`config.mk`:
```
export PLATFORM = sky130hd
export DESIGN_NAME = cmov_exec_unit
export DESIGN_NICKNAME = d
export VERILOG_FILES = /design/src/rtl/cmov_pkg.sv /design/src/rtl/cmov_cond_eval.sv /design/src/rtl/cmov_size_decode.sv /design/src/rtl/cmov_merge.sv /design/src/rtl/cmov_out_reg.sv /design/src/rtl/cmov_exec_unit.sv
export SDC_FILE = /design/constraint.sdc
export NUM_CORES = 1
export LEC_CHECK = 0
export ABC_AREA = 1
export CORE_ASPECT_RATIO = 0.7
export CORE_MARGIN = 2
export CORE_UTILIZATION = 30
export DETAILED_ROUTE_END_ITERATION = 6
export DONT_BUFFER_PORTS = 1
export HOLD_SLACK_MARGIN = 0.12
export SLEW_MARGIN = 20
export SYNTH_ARGS = -nofsm -noshare
export SYNTH_HDL_FRONTEND = slang
export SYNTH_SLANG_ARGS = --single-unit
```
`constraint.sdc`:
```
create_clock -name clk_i -period 1.38 [get_ports clk_i]
set_input_delay 0.414 -clock clk_i [delete_from_list [all_inputs] [get_ports clk_i]]
set_output_delay 0.414 -clock clk_i [all_outputs]
set_load 0.02 [all_outputs]
```
`src/rtl/cmov_pkg.sv`:
```
package cmov_pkg;
  typedef enum logic [1:0] {
    SZ_16 = 2'd0,
    SZ_32 = 2'd1,
    SZ_64 = 2'd2
  } opsize_e;

  typedef struct packed {
    logic of_f;
    logic sf_f;
    logic zf_f;
    logic pf_f;
    logic cf_f;
  } flags_t;

  localparam int unsigned FLAG_W = $bits(flags_t);
  localparam logic [3:0] CMOV_ROW = 4'h4;
endpackage

```
`src/rtl/cmov_cond_eval.sv`:
```
module cmov_cond_eval
  import cmov_pkg::*;
#(
  parameter int unsigned CC_W = 4
) (
  input  logic [CC_W-1:0] cc_i,
  input  flags_t          flags_i,
  output logic            taken_o
);
  logic base;
  logic sf_ne_of;

  assign sf_ne_of = flags_i.sf_f ^ flags_i.of_f;

  always_comb begin
    unique case (cc_i[CC_W-1:1])
      3'd0: base = flags_i.of_f;
      3'd1: base = flags_i.cf_f;
      3'd2: base = flags_i.zf_f;
      3'd3: base = flags_i.cf_f | flags_i.zf_f;
      3'd4: base = flags_i.sf_f;
      3'd5: base = flags_i.pf_f;
      3'd6: base = sf_ne_of;
      default: base = flags_i.zf_f | sf_ne_of;
    endcase
  end

  // odd code negates its even partner
  assign taken_o = base ^ cc_i[0];
endmodule

```
`src/rtl/cmov_size_decode.sv`:
```
module cmov_size_decode
  import cmov_pkg::*;
(
  input  logic    long_mode_i,
  input  logic    wide_i,
  input  logic    opsize_ovr_i,
  output opsize_e size_o
);
  always_comb begin
    if (long_mode_i && wide_i) size_o = SZ_64;
    else if (opsize_ovr_i)     size_o = SZ_16;
    else                       size_o = SZ_32;
  end
endmodule

```
`src/rtl/cmov_merge.sv`:
```
module cmov_merge
  import cmov_pkg::*;
#(
  parameter int unsigned DATA_W = 64
) (
  input  opsize_e           size_i,
  input  logic              long_mode_i,
  input  logic              taken_i,
  input  logic              fault_i,
  input  logic [DATA_W-1:0] dst_i,
  input  logic [DATA_W-1:0] src_i,
  output logic [DATA_W-1:0] result_o,
  output logic              wr_en_o
);
  localparam int unsigned HALF_W = DATA_W / 2;
  localparam int unsigned QTR_W  = DATA_W / 4;

  always_comb begin
    result_o = dst_i;
    wr_en_o  = 1'b0;
    if (!fault_i) begin
      unique case (size_i)
        SZ_64: begin
          if (taken_i) begin
            result_o = src_i;
            wr_en_o  = 1'b1;
          end
        end
        SZ_32: begin
          if (long_mode_i) begin
            // 32-bit result zero-extends even when not taken
            wr_en_o                    = 1'b1;
            result_o[DATA_W-1:HALF_W]  = '0;
            result_o[HALF_W-1:0]       = taken_i ? src_i[HALF_W-1:0] : dst_i[HALF_W-1:0];
          end else if (taken_i) begin
            wr_en_o              = 1'b1;
            result_o[HALF_W-1:0] = src_i[HALF_W-1:0];
          end
        end
        default: begin
          if (taken_i) begin
            wr_en_o             = 1'b1;
            result_o[QTR_W-1:0] = src_i[QTR_W-1:0];
          end
        end
      endcase
    end
  end
endmodule

```
`src/rtl/cmov_out_reg.sv`:
```
module cmov_out_reg #(
  parameter int unsigned DATA_W = 64,
  parameter int unsigned FLAG_W = 5
) (
  input  logic              clk_i,
  input  logic              rst_ni,
  input  logic              valid_i,
  input  logic [DATA_W-1:0] result_i,
  input  logic              wr_en_i,
  input  logic              fault_i,
  input  logic [FLAG_W-1:0] flags_i,
  output logic              valid_o,
  output logic [DATA_W-1:0] result_o,
  output logic              wr_en_o,
  output logic              fault_o,
  output logic [FLAG_W-1:0] flags_o
);
  always_ff @(posedge clk_i or negedge rst_ni) begin
    if (!rst_ni) begin
      valid_o <= 1'b0;
      wr_en_o <= 1'b0;
      fault_o <= 1'b0;
    end else begin
      valid_o <= valid_i;
      wr_en_o <= valid_i & wr_en_i;
      fault_o <= valid_i & fault_i;
    end
  end

  always_ff @(posedge clk_i or negedge rst_ni) begin
    if (!rst_ni) begin
      result_o <= '0;
      flags_o  <= '0;
    end else if (valid_i) begin
      result_o <= result_i;
      flags_o  <= flags_i;
    end
  end
endmodule

```
`src/rtl/cmov_exec_unit.sv`:
```
module cmov_exec_unit
  import cmov_pkg::*;
#(
  parameter int unsigned DATA_W = 64,
  parameter int unsigned OPC_W  = 8
) (
  input  logic              clk_i,
  input  logic              rst_ni,
  input  logic              in_valid_i,
  input  logic [OPC_W-1:0]  opcode_i,
  input  logic              long_mode_i,
  input  logic              wide_i,
  input  logic              opsize_ovr_i,
  input  logic              lock_i,
  input  logic [FLAG_W-1:0] flags_i,
  input  logic [DATA_W-1:0] dst_i,
  input  logic [DATA_W-1:0] src_i,
  output logic              out_valid_o,
  output logic [DATA_W-1:0] result_o,
  output logic              wr_en_o,
  output logic              ud_fault_o,
  output logic [FLAG_W-1:0] flags_o
);
  localparam int unsigned CC_W = 4;

  flags_t            flags_s;
  opsize_e           size_s;
  logic              taken_s;
  logic              fault_s;
  logic              wr_en_s;
  logic [DATA_W-1:0] result_s;

  assign flags_s = flags_t'(flags_i);
  assign fault_s = lock_i | (opcode_i[OPC_W-1:CC_W] != CMOV_ROW);

  cmov_cond_eval #(.CC_W(CC_W)) i_cond (
    .cc_i    (opcode_i[CC_W-1:0]),
    .flags_i (flags_s),
    .taken_o (taken_s)
  );

  cmov_size_decode i_size (
    .long_mode_i  (long_mode_i),
    .wide_i       (wide_i),
    .opsize_ovr_i (opsize_ovr_i),
    .size_o       (size_s)
  );

  cmov_merge #(.DATA_W(DATA_W)) i_merge (
    .size_i      (size_s),
    .long_mode_i (long_mode_i),
    .taken_i     (taken_s),
    .fault_i     (fault_s),
    .dst_i       (dst_i),
    .src_i       (src_i),
    .result_o    (result_s),
    .wr_en_o     (wr_en_s)
  );

  cmov_out_reg #(.DATA_W(DATA_W), .FLAG_W(FLAG_W)) i_oreg (
    .clk_i    (clk_i),
    .rst_ni   (rst_ni),
    .valid_i  (in_valid_i),
    .result_i (result_s),
    .wr_en_i  (wr_en_s),
    .fault_i  (fault_s),
    .flags_i  (flags_i),
    .valid_o  (out_valid_o),
    .result_o (result_o),
    .wr_en_o  (wr_en_o),
    .fault_o  (ud_fault_o),
    .flags_o  (flags_o)
  );
endmodule


```
# Yosys cells after proc, flatten, opt, wreduce, memory -nomap -nowiden

Index checks and enable logic that the tools add are counted.

Equal/unequal tests: 9
Muxes and demuxes: 14
Bitwise gates (word level): 7
Reductions and logical operators: 2

Operators by type and width:

| cell                 | number |
|---|---|
| $mux W64             | 2 |
| $pmux W48 S2         | 1 |
| $mux W32             | 2 |
| $pmux W16 S2         | 1 |
| $mux W16             | 1 |
| $eq A3 B3 Y1 const B | 3 |
| $pmux W1 S7          | 1 |
| $eq A3 B2 Y1 const B | 2 |
| $mux W1              | 5 |
| $ne A4 B3 Y1 const B | 1 |
| $eq A3 B1 Y1 const B | 1 |
| $logic_not A3 Y1     | 1 |
| $or A1 B1 Y1         | 3 |
| $and A1 B1 Y1        | 2 |
| $eq A2 B1 Y1 const B | 1 |
| $eq A2 B2 Y1 const B | 1 |
| $mux W2              | 1 |
| $xor A1 B1 Y1        | 2 |
| $logic_and A1 B1 Y1  | 1 |

Bits in registers: 72
Bits of input ports: 148
Output and inout bits: 72
Word-level logic and storage cells: 37

# Logic depth before layout (Yosys ltp)

Word-level depth: 9
Gate-level depth with buffers: 14

# Cells and area by module

Synthesis repeated with hierarchy kept, for this count alone.

Cell total of the unflattened synthesis: 748
Area, all modules: 4495.6 µm²

By module, submodules not included:

| module           | instances | cells an instance | area each (µm²) | seq. area each (µm²) |
|---|---|---|---|---|
| cmov_out_reg     | 1         | 299               | 2690.1          | 1801.7 |
| cmov_merge       | 1         | 417               | 1664.1          | 0.0 |
| cmov_cond_eval   | 1         | 26                | 112.6           | 0.0 |
| cmov_size_decode | 1         | 3                 | 16.3            | 0.0 |
| cmov_exec_unit   | 1         | 3                 | 12.5            | 0.0 |

# Worst setup path after synthesis

OpenSTA, ideal clock, no wires.

Kind: input-to-reg
Start point: input opcode_i[7]
End point: register i_oreg.result_o[22]
Data arrival time: 1541 ps
Data required time: 1259 ps
Slack: -282 ps
Cell stages on the path: 11
Path through: nor3b_1 and2_1 buf_6 inv_4 a21oi_2 inv_2 nor2_8 inv_2 buf_6 nor2_1 o21ai_1

Cells in the longest elaborated chain, start to end: 3

Ends and longest elaborated chain:

| what                 | line                 | source |
|---|---|---|
| from (decl)          | cmov_exec_unit.sv:10 | `input logic [OPC_W-1:0] opcode_i,` |
| $ne A4 B3 Y1         | cmov_exec_unit.sv:34 | `assign fault_s = lock_i \| (opcode_i[OPC_W-1:CC_W] != CMOV_ROW);` |
| $or A1 B1 Y1         | cmov_exec_unit.sv:34 |  |
| $mux W64             | cmov_merge.sv:21     | `if (!fault_i) begin` |
| to (signal assigned) | cmov_out_reg.sv:35   | `result_o <= result_i;` |
| to (decl)            | cmov_out_reg.sv:13   | `output logic [DATA_W-1:0] result_o,` |

No other way between the ends.
A chain may end at the register's enable or synchronous reset.

# Worst setup path in the final report

Start point: input opcode_i[3]
End point: register i_oreg.result_o[10]

Cells in the longest elaborated chain, start to end: 6

Ends and longest elaborated chain:

| what                                 | line                 | source |
|---|---|---|
| $eq A3 B3 Y1 (tied with other cells) | cmov_cond_eval.sv:16 | `unique case (cc_i[CC_W-1:1])` |
| $pmux W1 S7 (*)                      | cmov_cond_eval.sv:16 |  |
| $xor A1 B1 Y1 (*)                    | cmov_cond_eval.sv:29 | `assign taken_o = base ^ cc_i[0];` |
| $mux W16 (tied with other cells)     | cmov_merge.sv:41     | `if (taken_i) begin` |
| $pmux W16 S2 (*)                     | cmov_merge.sv:22     | `unique case (size_i)` |
| $mux W64 (*)                         | cmov_merge.sv:21     |  |

Every way passes the cells marked *; elsewhere a longest branch is shown, timed or not.

==> run_results.csv <==
group,metric,value,unit
sta,max_freq,0.759,GHz
grt,antenna_found_initial,0,
cts,h-tree-depth,3,
die,num_rows,36,
setup_path,regToRegSetupSlack,0.59,ns
synth,synth_nets,798,
grt,overflow,0,
die,die_y,105,µm
grt,grt_pass1_vias,4047,
setup_path,ff2ff_path_depth,2,
placed_design,port_buffers,0,
routing,vias,4231,
placed_design,hpwl,9820,µm
synth,netlist_area,0.00438,mm²
synth,synth.distinct_cells,25,
synth,synth_edf_count,0,
grt,grt_pass1_wl,22100,µm
pwr,powerDensity,1130,mW/mm²
setup_path,slowest_stage,"nor2_8",
pwr,max-vdd-ir-drop,0.605,mV
die,die_area,0.0156,mm²
sta,worstMarginPinSlew,0.285,ns
routing,first_pass_iters,4,
sta,slew_headroom,81.0,%
synth,ys_ff_latch,72,
hold_path,hold_class,"in2async",
pwr,p_leak,2.53,nW
setup_path,cpMostUsedCell,"nand2_4",
sta,timing.hold.ws,-0.233,ns
sta,slew_viol_final,0,
finish,drive_gt1_share,14.0,%
setup_path,r2r-start,"i_oreg.result_o[46]$_DFFE_PN0P_",
synth,synth_top_area_share,41.1,%
cts,cts_tree,"yes",
job,cap_violations,0,
sta,finalClockSkew,0,ns
synth,synthTopCellsByArea,"dfrtp_1, nand2_1, nand3_1, a21oi_1, inv_1",
grt,grt_max_degree,73,
cts,clock_sinks,72,
setup_path,crit_path_end_kind,"flop",
setup_path,arrival,1.57,ns
synth,async_flop_share,100,%
cts,clock_latency,0.34,ns
placed_design,dp_cells,821,
setup_path,startpoint_type,"primary input",
finish,diodes,0,
outcome,outcome,"finished, violations left",
synth,synth_ff_type,"dfrtp_1",
synth,postSynthAreaPerCell,6.74,µm²
sta,final_hold_viol_count,72,
synth,synthesis.instances,650,
die,core,0.0141,mm²
cts,ctsLongestPathBuffers,2,
die,io-pin-count,220,
sta,finalSetupViolCount,0,
setup_path,cp_max_fo,16,
cts,cts-root-buf,"clkbuf_16",
synth,synth-seq-area-share,41.1,%
setup_path,crit_required,1.64,ns
synth,synth_area_leader_cell,"dfrtp_1",
cts,cts_inserted_buffers,9,
routing,drtIter0Drc,230,
routing,wl_per_cell,17.3,µm
finish,fin_cells,841,
routing,ant_nets,0,
routing,drc_errors,0,
cts,cts.clk_slew.worst_paths,0.06,ns
setup_path,worstSetupPathType,"in2reg",
die,initial_core_util,31.1,%
setup_path,crit_chain,"inv_4, o21ai_2, nand2_2, nand2_4, nand3_4, nand2_4, nand2_8, nor2_8, buf_12, o21ai_0, o21ai_1",
placed_design,place.gp.congestion,0.796,
finish,fin_nets,794,
cts,hold_buffers,1,
sta,post-route-period-util,95.5,%
grt,grt_usage,18.4,%
routing,wirelength,14600,µm
routing,avgViaCountPerCell,5.03,
finish,fillCellCount,1499,
outcome,violations,"hold timing",
synth,yosys_warnings,0,
die,die_w,148,µm
sta,fin_crit,1.32,ns
setup_path,r2r_end,"i_oreg.result_o[46]$_DFFE_PN0P_",
finish,area_growth,19.6,%
setup_path,cpPeakStageDelay,0.15,ns
cell families (layout without fill, tap and decap cells):
group                  after synthesis  count (layout)  synth area share [%]
AOI/OAI and AO/OA                  133             133                  15.3
and+or+nand+nor                    327             328                  32.0
buffers and inverters              118             118                  11.7
DFF                                 72              72                  41.1
critical path: cells and delay by family:
kind,cells,cell delay (ns)
simple gates,6,0.63
compound gates,3,0.35
buf+inv,2,0.17
cell usage in the layout (no fill, tap or decap), types with 3 or more instances in the layout:
cell and count:
a21oi_1 57, a21oi_2 8, buf_12 11, buf_4 9, clkbuf_16 10, clkinv_2 3, dfrtp_1 72, inv_1 68
inv_4 5, nand2_1 166, nand2_2 11, nand2_4 6, nand3_1 60, nand3_2 9, nor2_1 66, o21ai_0 23
o21ai_1 44
power by group:
group	total [mW]	internal [mW]	switching, mW
Clock	2.34	1.39	0.946
Combinational	0.879	0.372	0.506
Sequential	2.70	2.30	0.399
Total	5.92	4.07	1.85
registers in the layout, indices dropped and copies added, names as in the netlist:
register / flops
i_oreg.valid_o: 1
i_oreg.flags_o: 5
i_oreg.wr_en_o: 1
i_oreg.result_o: 64
i_oreg.fault_o: 1
timing repair:
| action | CTS | global route |
|---|---|---|
| endpoints found under the hold margin | 73 | 72 |
| cloned | 0 | 2 |
| buffers inserted | 0 | 2 |
| endpoints found under the setup margin | 2 | 58 |
| pin swaps | 1 | 18 |
| gates resized for setup | 2 | 38 |
layer usage:
| layer | wire length (µm) | up-vias | share of wire, % | GRT usage, % |
|---|---|---|---|---|
| li1 | - | 2061 | - | - |
| met1 | 6340 | 1952 | 44 | 23.6 |
| met2 | 6400 | 206 | 44 | 29.0 |
| met3 | 1680 | 12 | 12 | 7.34 |
| met4 | 129 | 0 | 0.89 | 4.29 |
| met5 | 0 | - | 0 | 0 |
cell usage after synthesis, types with 2 or more instances:
| cell | count |
|---|---|
| a21oi_1 | 64 |
| buf_1 | 3 |
| buf_2 | 10 |
| buf_4 | 2 |
| buf_6 | 6 |
| clkbuf_1 | 19 |
| dfrtp_1 | 72 |
| inv_1 | 71 |
| inv_2 | 6 |
| nand2_1 | 178 |
| nand2_2 | 4 |
| nand3_1 | 69 |
| nor2_1 | 67 |
| nor2_8 | 2 |
| o21ai_0 | 36 |
| o21ai_1 | 32 |
through the flow:
stage / power [mW] / setup slack, ns / instance area, µm² / setup TNS (ns) / utilization, %
finish: 5.92 / 0.0618 / 5240 / 0 / 37.2
global route: 6.22 / -0.0322 / 5240 / -0.218 / 37.2
CTS: 5.91 / 0.00249 / 5050 / 0 / 35.8
detailed placement: 3.53 / -0.368 / 4750 / -20.22 / 33.7
global placement: 3.51 / -0.338 / 4750 / -19.31 / 33.7
floorplan: 3.30 / -0.239 / 4440 / -10.34 / -
how the worst max path moves through the flow:
stage / slack [ns] / cells past startpoint / start / end
after floorplan: -0.24 / 11 / opcode_i[7] / i_oreg.result_o[22]$_DFFE_PN0P_
after global placement: -0.34 / 9 / opcode_i[5] / i_oreg.result_o[29]$_DFFE_PN0P_
after detailed placement: -0.37 / 12 / opcode_i[1] / i_oreg.result_o[20]$_DFFE_PN0P_
after CTS: 0.002 / 12 / opcode_i[1] / i_oreg.result_o[10]$_DFFE_PN0P_
after global routing: -0.03 / 13 / opcode_i[3] / i_oreg.result_o[44]$_DFFE_PN0P_
final: 0.06 / 11 / opcode_i[3] / i_oreg.result_o[10]$_DFFE_PN0P_
cell type report:
type / count / area [µm²] / area share, %
multi-input cells: 461 / 2240 / 42.7
flip-flops and latches: 72 / 1800 / 34.4
repair buffers: 24 / 345 / 6.59
inverters: 78 / 330 / 6.30
well taps: 190 / 238 / 4.54
clock buffers: 10 / 229 / 4.37
clock inverters: 6 / 60.1 / 1.15
(Power assumes the default switching activity.)
